### config.mk
export PLATFORM = sky130hd
export DESIGN_NAME = dac_regbank
export DESIGN_NICKNAME = d
export VERILOG_FILES = /design/src/rtl/dac_regbank_pkg.sv /design/src/rtl/dac_regbank_stage.sv /design/src/rtl/dac_regbank_timer.sv /design/src/rtl/dac_regbank.sv
export SDC_FILE = /design/constraint.sdc
export NUM_CORES = 1
export LEC_CHECK = 0
export CORE_MARGIN = 5
export CORE_UTILIZATION = 56
export DETAILED_ROUTE_END_ITERATION = 7
export PLACE_DENSITY_LB_ADDON = 0.25
export SETUP_SLACK_MARGIN = 0.05
export SLEW_MARGIN = 15
export SYNTH_ARGS = -nofsm -noshare
export SYNTH_HDL_FRONTEND = slang
export SYNTH_SLANG_ARGS = --single-unit
### constraint.sdc
create_clock -name clk -period 2.85 [get_ports clk]
set_input_delay 0.57 -clock clk [delete_from_list [all_inputs] [get_ports clk]]
set_output_delay 0.57 -clock clk [all_outputs]
set_load 0.005 [all_outputs]
### src/rtl/dac_regbank_pkg.sv
package dac_regbank_pkg;
  localparam int BYTE_W = 8;
  localparam int OFF_W  = 3;
  localparam int CODE_W = 12;

  localparam logic [OFF_W-1:0] OFF_CODE_HI = 3'd0;
  localparam logic [OFF_W-1:0] OFF_CODE_LO = 3'd1;
  localparam logic [OFF_W-1:0] OFF_CFG     = 3'd4;
  localparam logic [OFF_W-1:0] OFF_STEER   = 3'd7;

  localparam logic [BYTE_W-1:0] CFG_RESET = 8'h84;

  typedef enum logic [1:0] {
    CM_NONE  = 2'd0,
    CM_CODE  = 2'd1,
    CM_CFG   = 2'd2,
    CM_STEER = 2'd3
  } commit_e;
endpackage

### src/rtl/dac_regbank_stage.sv
module dac_regbank_stage
  import dac_regbank_pkg::*;
(
  input  logic              clk,
  input  logic              rst,
  input  logic              busy,
  input  logic              wr_en,
  input  logic [OFF_W-1:0]  wr_off,
  input  logic [BYTE_W-1:0] wr_data,
  input  logic              txn_end,
  output commit_e           commit_kind,
  output logic [BYTE_W-1:0] commit_b0,
  output logic [BYTE_W-1:0] commit_b1
);
  localparam int CNT_W = 2;
  localparam logic [CNT_W-1:0] CNT_SAT = '1;

  logic [CNT_W-1:0]  nbytes;
  logic [OFF_W-1:0]  off0, off1;
  logic [BYTE_W-1:0] data0, data1;
  logic              tainted;
  commit_e           verdict;

  always_comb begin
    verdict = CM_NONE;
    if (!tainted && !busy) begin
      if (nbytes == 2'd2 && off0 == OFF_CODE_HI && off1 == OFF_CODE_LO)
        verdict = CM_CODE;
      else if (nbytes == 2'd1 && off0 == OFF_CFG)
        verdict = CM_CFG;
      else if (nbytes == 2'd1 && off0 == OFF_STEER)
        verdict = CM_STEER;
    end
  end

  always_ff @(posedge clk) begin
    if (rst) begin
      nbytes      <= '0;
      off0        <= '0;
      off1        <= '0;
      data0       <= '0;
      data1       <= '0;
      tainted     <= 1'b0;
      commit_kind <= CM_NONE;
      commit_b0   <= '0;
      commit_b1   <= '0;
    end else begin
      commit_kind <= CM_NONE;
      if (txn_end) begin
        commit_kind <= verdict;
        commit_b0   <= data0;
        commit_b1   <= data1;
        nbytes      <= '0;
        tainted     <= 1'b0;
      end else if (wr_en) begin
        if (busy) tainted <= 1'b1;
        if (nbytes == 2'd0) begin
          off0  <= wr_off;
          data0 <= wr_data;
        end else if (nbytes == 2'd1) begin
          off1  <= wr_off;
          data1 <= wr_data;
        end
        if (nbytes != CNT_SAT) nbytes <= nbytes + 1'b1;
      end
    end
  end

  assert_commit_needs_end_R7: assert property (@(posedge clk) disable iff (rst)
    (commit_kind != CM_NONE) |-> $past(txn_end));

  assert_busy_drops_commit_R8: assert property (@(posedge clk) disable iff (rst)
    (txn_end && busy) |=> (commit_kind == CM_NONE));
endmodule

### src/rtl/dac_regbank_timer.sv
module dac_regbank_timer #(
  parameter int WRITE_CYCLES = 500000
) (
  input  logic clk,
  input  logic rst,
  input  logic start,
  output logic busy
);
  localparam int CNT_W = $clog2(WRITE_CYCLES + 1);
  localparam logic [CNT_W-1:0] LOAD = CNT_W'(WRITE_CYCLES - 1);

  logic [CNT_W-1:0] remain;

  always_ff @(posedge clk) begin
    if (rst) begin
      remain <= '0;
      busy   <= 1'b0;
    end else if (start) begin
      remain <= LOAD;
      busy   <= 1'b1;
    end else if (remain != '0) begin
      remain <= remain - 1'b1;
    end else begin
      busy <= 1'b0;
    end
  end

  assert_no_restart_R8: assert property (@(posedge clk) disable iff (rst)
    start |-> !busy);

  assert_start_raises_R6: assert property (@(posedge clk) disable iff (rst)
    start |=> busy);
endmodule

### src/rtl/dac_regbank.sv
module dac_regbank
  import dac_regbank_pkg::*;
#(
  parameter int WRITE_CYCLES = 500000
) (
  input  logic        clk,
  input  logic        rst,
  input  logic        wr_en,
  input  logic [2:0]  wr_off,
  input  logic [7:0]  wr_data,
  input  logic        txn_end,
  input  logic        rd_en,
  input  logic [2:0]  rd_off,
  output logic [7:0]  rd_data,
  input  logic        recall,
  output logic [11:0] dac_code,
  output logic [2:0]  vh_sel,
  output logic [2:0]  vl_sel,
  output logic [1:0]  step_sel,
  output logic        wip
);
  localparam int LO_W  = CODE_W - BYTE_W;
  localparam int PAD_W = BYTE_W - LO_W;

  commit_e           kind;
  logic [BYTE_W-1:0] b0, b1;
  logic [CODE_W-1:0] live_q, init_q, shown;
  logic [BYTE_W-1:0] cfg_q;
  logic              steer_q;
  logic              nv_start;

  dac_regbank_stage u_stage (
    .clk(clk), .rst(rst), .busy(wip),
    .wr_en(wr_en), .wr_off(wr_off), .wr_data(wr_data), .txn_end(txn_end),
    .commit_kind(kind), .commit_b0(b0), .commit_b1(b1)
  );

  assign nv_start = (kind == CM_CFG) || (kind == CM_CODE && steer_q);

  dac_regbank_timer #(.WRITE_CYCLES(WRITE_CYCLES)) u_timer (
    .clk(clk), .rst(rst), .start(nv_start), .busy(wip)
  );

  always_ff @(posedge clk) begin
    if (rst) begin
      live_q  <= '0;
      init_q  <= '0;
      cfg_q   <= CFG_RESET;
      steer_q <= 1'b0;
    end else if (recall) begin
      live_q  <= init_q;
      steer_q <= 1'b0;
    end else begin
      case (kind)
        CM_CODE: begin
          if (steer_q) init_q <= {b0, b1[BYTE_W-1 -: LO_W]};
          else         live_q <= {b0, b1[BYTE_W-1 -: LO_W]};
        end
        CM_CFG:   cfg_q   <= b0;
        CM_STEER: steer_q <= b0[BYTE_W-1];
        default: ;
      endcase
    end
  end

  assign shown = steer_q ? init_q : live_q;

  always_ff @(posedge clk) begin
    if (rst) begin
      rd_data <= '0;
    end else if (rd_en) begin
      case (rd_off)
        OFF_CODE_HI: rd_data <= shown[CODE_W-1 -: BYTE_W];
        OFF_CODE_LO: rd_data <= {shown[LO_W-1:0], {PAD_W{1'b0}}};
        OFF_CFG:     rd_data <= cfg_q;
        OFF_STEER:   rd_data <= {steer_q, {(BYTE_W-1){1'b0}}};
        default:     rd_data <= '0;
      endcase
    end
  end

  assign dac_code = live_q;
  assign vh_sel   = cfg_q[7:5];
  assign vl_sel   = cfg_q[4:2];
  assign step_sel = cfg_q[1:0];

  assert_live_hold_R2: assert property (@(posedge clk) disable iff (rst)
    (!recall && !(kind == CM_CODE && !steer_q)) |=> $stable(dac_code));

  assert_cfg_hold_R5: assert property (@(posedge clk) disable iff (rst)
    (kind != CM_CFG) |=> $stable({vh_sel, vl_sel, step_sel}));

  assert_recall_load_R9: assert property (@(posedge clk) disable iff (rst)
    recall |=> (dac_code == $past(init_q)));

  assert_nv_busy_R6: assert property (@(posedge clk) disable iff (rst)
    (kind == CM_CFG) |=> wip);
endmodule

After elaboration in Yosys (flattened, before gate mapping) --
Index checks and enable logic that the tools add are counted. W data, S select, Z words.
Word-level totals: bits in registers 104, bits in latches 0, RAM bits 0, bits in read-only memories 0, output and inout bits 29, memories kept 0
Operators by class: add/subtract/negate cells 2, multiply operators 0, divide/modulo/power cells 0, order comparisons 0, equality and inequality tests 14, shift-type cells 0, muxes and demuxes 12, bitwise operators 4, reductions and logical operators 27
Operators by type and width (count):
- $mux W12 | 4
- $mux W19 | 2
- $pmux W8 S4 | 1
- $reduce_bool A19 Y1 | 1
- $sub A19 B1 Y19 const B | 1
- $eq A3 B3 Y1 const B | 4
- $reduce_and A2 Y1 | 4
- $eq A2 B2 Y1 const B | 3
- $eq A3 B1 Y1 const B | 2
- $logic_and A1 B1 Y1 | 6
- $logic_not A3 Y1 | 2
- $ne A2 B2 Y1 const B | 3
- $reduce_and A3 Y1 | 2
- $reduce_or A2 Y1 | 3
- $eq A2 B1 Y1 const B | 2
- $mux W2 | 2
- $not A1 Y1 | 4
- $reduce_and A4 Y1 | 1
- $reduce_bool A2 Y1 | 2
- $reduce_or A4 Y1 | 1
- $mux W1 | 3
- $reduce_or A3 Y1 | 1
- $add A2 B1 Y2 const B | 1
- $logic_not A1 Y1 | 2
- 2 further kinds | 2

Logic depth before layout (Yosys ltp) --
word-level depth 5, mapped depth 7

Hierarchy --
Synthesis repeated with hierarchy kept, for this count alone.
Second synthesis, totals: cells, all modules 504, area, all modules 4649.5 sq um
By module, submodules not included:
- dac_regbank | times used 1, cells an instance 209, area each 1931.9 sq um
- dac_regbank_stage | times used 1, cells an instance 165, area each 1620.3 sq um
- dac_regbank_timer | times used 1, cells an instance 130, area each 1097.3 sq um

Least setup slack after synthesis --
Ideal clock, no wire load.
path kind input -> register, start point in rd_off[2], end point reg rd_data[4], setup time 0.092 ns, data arrival time 1.929 ns, required time 2.758 ns, setup slack 0.829 ns, stages 5, path through clkbuf_1 -> nand3_1 -> a21boi_0 -> or3b_2 -> o32ai_1
On the way: word-level cells in the longest chain between the ends 2, elaborated cells on any way between the ends 5, classes of those cells eq/ne: 3; mux: 1; reduce/logical: 1
Ends and longest elaborated chain:
- start, declared | line dac_regbank.sv:13 | input logic [2:0] rd_off,
- $eq A3 B3 Y1, or another cell as far along | line dac_regbank.sv:72 | case (rd_off)
- $pmux W8 S4 (*) | line dac_regbank.sv:72
- end signal, assigned | line dac_regbank.sv:73 | OFF_CODE_HI: rd_data <= shown[CODE_W-1 -: BYTE_W];
- end signal, assigned | line dac_regbank.sv:74 | OFF_CODE_LO: rd_data <= {shown[LO_W-1:0], {PAD_W{1'b0}}};
- end signal, assigned | line dac_regbank.sv:75 | OFF_CFG: rd_data <= cfg_q;
- end, declared | line dac_regbank.sv:14 | output logic [7:0] rd_data,
Every way passes the cells marked *; elsewhere a longest branch is shown, timed or not. A chain may end at the register's enable or synchronous reset.

Final worst setup path --
start point reg u_timer.remain[0], end point reg u_timer.remain[13]
On the way: word-level cells in the longest chain between the ends 3, elaborated cells on any way between the ends 5, classes of those cells add/sub: 1; mux: 2; reduce/logical: 2
Ends and longest elaborated chain:
- start, declared | line dac_regbank_timer.sv:12 | logic [CNT_W-1:0] remain;
- start signal, assigned | line dac_regbank_timer.sv:22 | remain <= remain - 1'b1;
- $sub A19 B1 Y19 | line dac_regbank_timer.sv:22
- $mux W19 | line dac_regbank_timer.sv:21 | end else if (remain != '0) begin
- $mux W19 | line dac_regbank_timer.sv:18 | end else if (start) begin
Parallel ways exist; a longest one is shown, timed or not. The select of a mux whose other input is x is not followed.

==> summary by stage <==
Drt
The average wire per cell in the routed design is 15.32 um. Dividing the detail-routed via count by the number of cells gives approximately 5.7. Summed over all layers, the routed wires come to 9302 um.

The final route contains 3,488 vias. In the routed design, unresolved DRC markers number 0. In this run, the number of DRC markers left after iteration 0 of detailed routing was 172.

The number of nets with antenna violations after detailed routing is 0. The first detailed-routing pass took 4 iterations.

Floorplan
The initialized floorplan defines 32 standard-cell rows. The boundary pin count is 49. After floorplanning, the core was sized to cover 7607 um^2. The initial utilization of the core area, before any placement, comes to 56.69%.

The die is 97.76 um wide. The die is 97.76 um tall. The area of the die is 9557 um^2.

Clock network
The number of hold buffers added after CTS was 0. The TritonCTS clock tree is built. The clock input transition at the sequential cells of the worst setup and hold paths is 110 ps. The H-tree level count is 3. In this run, post-CTS repair resized a total of 0 instances. The number of clock buffers added by TritonCTS is 9. The buffer cell driving the clock tree root is sky130_fd_sc_hd__clkbuf_8. The number of sinks on the clock net is 96.

The worst-skew pair later-pin latency is approximately 370 ps. The total setup buffers inserted after CTS is 0. No sink is reached through more buffers than the 2 on the longest clock path.

Synthesis
In this run, synthesis inferred 0 flip-flops with an integrated enable. The adder-cell area share of the yosys netlist is 1.741%. When the netlist entered floorplanning its net count stood at roughly 490.

The number of standard cells after synthesis is 459. Multiplexer cells account for between 10% and 20% of the synthesized area. The count of cell types in the netlist is 53.

The fraction of synthesized cell area in xor and xnor cells is less than 1%. After synthesis, the largest family of logic cells by area is simple AND/OR/NAND/NOR gates. The fraction of post-synthesis cell area in the top cell type by area is 44.56%. The synthesized netlist devotes 20.74% of its cell area to simple gates. Summed over all instances, the cell type with the most area after synthesis is sky130_fd_sc_hd__dfxtp_1.

Dividing the synthesized area by the synthesized cell count gives between 9 and 10 um^2. After synthesis, the cell types taking the most area are sky130_fd_sc_hd__dfxtp_1 (45%), sky130_fd_sc_hd__mux2i_1 (13%), sky130_fd_sc_hd__nor2_1 (5.8%). The prevailing post-synth register cell is sky130_fd_sc_hd__dfxtp_1. Of all flip-flops after synthesis, the portion carrying an async set or reset was 0%.

During synthesis, Yosys emitted a total of 0 warnings. The post-synthesis cell area is 4313 um^2. For this run, the register share of the synthesized area comes to 44.56%. The number of flip-flops and latches in the synthesized netlist is 96. The fraction of the mapped netlist area in compound gates is 11.17%.

Timing
The tightest hold margin is 475.7 ps. The slew at the pin with the worst max-slew slack is 818.3 ps. The minimum clock period is 2383 ps. Setup repair after global routing left no endpoint under its margin. Setup violations remaining at the end of the flow were counted as 0. The number of pins exceeding their max-slew limit in the final report was 0.

The largest clock skew in the final design is between 15 and 20 ps. The accumulated negative setup slack is 0 ps. Derived from the worst setup path, the maximum achievable clock frequency is 419.6 MHz. The worst slew slack as a fraction of its limit is 45.25%. The worst path uses 83.63% of the clock period. The final number of hold-violating endpoints is 0.

Layout
Of the cells placed in the final design, the portion with a size suffix greater than 1 is 10.69%. The area of all placed cells without fillers is 5074 um^2. The number of filler cells placed in the layout is 620. The area growth from synthesis to final layout is 17.64%. The multi-input logic area is ~2200 um^2. The post-layout net count is around 530.

The sequential cells in the finished layout cover a total of 1922 um^2. The number of antenna diodes in the final layout is 0.

Power
For this design the total switching power over the nets is 1.153 mW. Cell internal power was estimated by the tool at 2.144 mW. Of the total power, combinational logic draws between 20 and 30%. Power spread over the standard cell area amounts to 649.8 nW/um^2. The switching power share of the total is a little over a third. Of the total power, registers draw 46.5%. The peak ir drop on the vdd network is 294.6 uV. The static power due to leakage is 1.893 nW. The share of power burned in the clock network is 26.3%.

Critical path
The critical path start-end classification is reg2reg. Along the worst path, the maximum fanout reaches 7. Data on the critical path is required at its endpoint by 3080 ps. The internal reg-to-reg setup slack is 470 ps. The critical path startpoint category is a register.

For the worst setup path, the data arrival time is about 2600 ps. The element type at the critical path end is a register.

Global routing
The wire length of the first global-routing pass is between 15,000 and 20,000 um. The via count of the first global-routing pass is between 3,000 and 4,000. The initial antenna violation count is 0. Entering global routing, the biggest net connects 60 pins. The final global-route overflow total is 0. In the global route stage, overall resource usage came out at 19.91%.

Worst hold path
The worst min-delay path category is reg2reg.

Status
The run finished with clean final reports.

Place
Port buffering added between 40 and 50 buffers. At the end of routability-driven placement, the weighted congestion stood at 0.8645. In this run the cell area measured after placement is a little under 5000 um^2. Summed over all nets, the half-perimeter wirelength after detailed placement is 6629 um.

Job
Across the run, the number of max-cap violations was 0.
cells in the mapped netlist (3+ instances only):
library cell                count
sky130_fd_sc_hd__dfxtp_1       96
sky130_fd_sc_hd__nor2_1        67
sky130_fd_sc_hd__mux2i_1       56
sky130_fd_sc_hd__nand2_1       36
sky130_fd_sc_hd__a21oi_1       30
sky130_fd_sc_hd__clkbuf_1      19
sky130_fd_sc_hd__mux2_2        12
sky130_fd_sc_hd__inv_1         11
sky130_fd_sc_hd__nor3_1         8
sky130_fd_sc_hd__a31oi_1        7
sky130_fd_sc_hd__nand3b_1       7
sky130_fd_sc_hd__nor2b_1        7
sky130_fd_sc_hd__ha_1           6
sky130_fd_sc_hd__nor4_1         6
sky130_fd_sc_hd__or4_1          6
sky130_fd_sc_hd__a211oi_1       5
sky130_fd_sc_hd__o31ai_1        5
sky130_fd_sc_hd__a211o_1        4
sky130_fd_sc_hd__buf_1          4
sky130_fd_sc_hd__buf_2          4
sky130_fd_sc_hd__nand2b_1       4
sky130_fd_sc_hd__nand3_1        4
sky130_fd_sc_hd__o2bb2ai_1      4
sky130_fd_sc_hd__o32ai_1        4
sky130_fd_sc_hd__a21o_1         3
sky130_fd_sc_hd__mux4_2         3
sky130_fd_sc_hd__nor3b_1        3
sky130_fd_sc_hd__o21ai_0        3
sky130_fd_sc_hd__or3_1          3
sky130_fd_sc_hd__or4b_2         3
placed cells by master (no fill, tap or decap), drive strengths merged, types with 5 or more instances in the layout:
cell type and instances:
clkdlybuf4s50 47, a211oi 5, nor2 67, or4b 5, nand3b 7, nand2 36, mux2i 56, or4 6
nor4 7, inv 16, buf 11, clkbuf 9, a21oi 30, dfxtp 96, mux2 12, nor2b 7
a31oi 7, nor3 8, o31ai 5, ha 6
worst paths after layout:
path                                      to                              start  cells after the start
max          u_timer.remain[13]$_SDFFE_PP0P_     u_timer.remain[0]$_SDFFE_PP0P_                      7
min reg2reg           init_q[2]$_SDFFE_PP0P_  u_stage.commit_b1[6]$_SDFFE_PP0P_                      2
min                   init_q[2]$_SDFFE_PP0P_  u_stage.commit_b1[6]$_SDFFE_PP0P_                      2
max reg2reg  u_timer.remain[13]$_SDFFE_PP0P_     u_timer.remain[0]$_SDFFE_PP0P_                      7
registers in the layout, summed over array words and instances, names as in the netlist:
register	flops
cfg_q	8
dac_code	12
init_q	12
rd_data	8
steer_q	1
u_stage.commit_b0	8
u_stage.commit_b1	4
u_stage.commit_kind	2
u_stage.data0	8
u_stage.data1	4
u_stage.nbytes	2
u_stage.off0	3
u_stage.off1	3
u_stage.tainted	1
u_timer.busy	1
u_timer.remain	19
through the flow:
stage / utilization (%) / instances / setup slack [ps] / total power [mW]
2_1_floorplan: - / 459 / 829.2 / 2.257
3_3_place_gp: 64.14 / 591 / 557.9 / 2.405
3_5_place_dp: 64.14 / 591 / 486.4 / 2.441
4_1_cts: 66.69 / 607 / 462.7 / 3.310
5_1_grt: 66.69 / 607 / 309.3 / 3.492
6_report: 66.69 / 607 / 466.5 / 3.297
logic make-up (layout without fill, tap and decap cells):
family | Yosys count | count (layout)
fa+ha+maj | 6 | 6
flops | 96 | 96
simple gates | 172 | 172
compound gates | 73 | 73
xor+xnor | 2 | 2
buf+inv | 39 | 85
mux | 71 | 71
routing by layer:
metal / vias up / global-route usage, % / part of all wire [%]
met4: 0 / 7.135 / 1.1
met5: - / 0 / 0
met1: 1668 / 27.08 / 48
li1: 1723 / - / -
met2: 85 / 31.73 / 47
met3: 12 / 3.786 / 4.2
worst max-delay path, stage by stage, from the launching register on:
cell                      delay [ps]
sky130_fd_sc_hd__dfxtp_1         340
sky130_fd_sc_hd__inv_1           110
sky130_fd_sc_hd__ha_1            150
sky130_fd_sc_hd__nor4b_1         530
sky130_fd_sc_hd__nor4b_2         670
sky130_fd_sc_hd__buf_4           260
sky130_fd_sc_hd__or4_1           120
sky130_fd_sc_hd__a31oi_1          70
area by class of cell:
type | instances | area share, %
inverters | 11 | 0.8138
clock inverters | 7 | 1.381
well taps | 102 | 2.515
clock buffers | 9 | 2.441
repair buffers | 58 | 10.85
multi-input cells | 324 | 44.12
flip-flops and latches | 96 | 37.88
power groups by stage:
stage	Combinational [mW]	Clock, mW	Sequential, mW
2_1_floorplan	0.727	0	1.53
3_3_place_gp	0.853	0	1.55
3_5_place_dp	0.884	0	1.56
4_1_cts	0.889	0.893	1.53
5_1_grt	0.992	0.956	1.54
6_report	0.897	0.868	1.53
No activity file was read; power rests on OpenSTA's default activity.
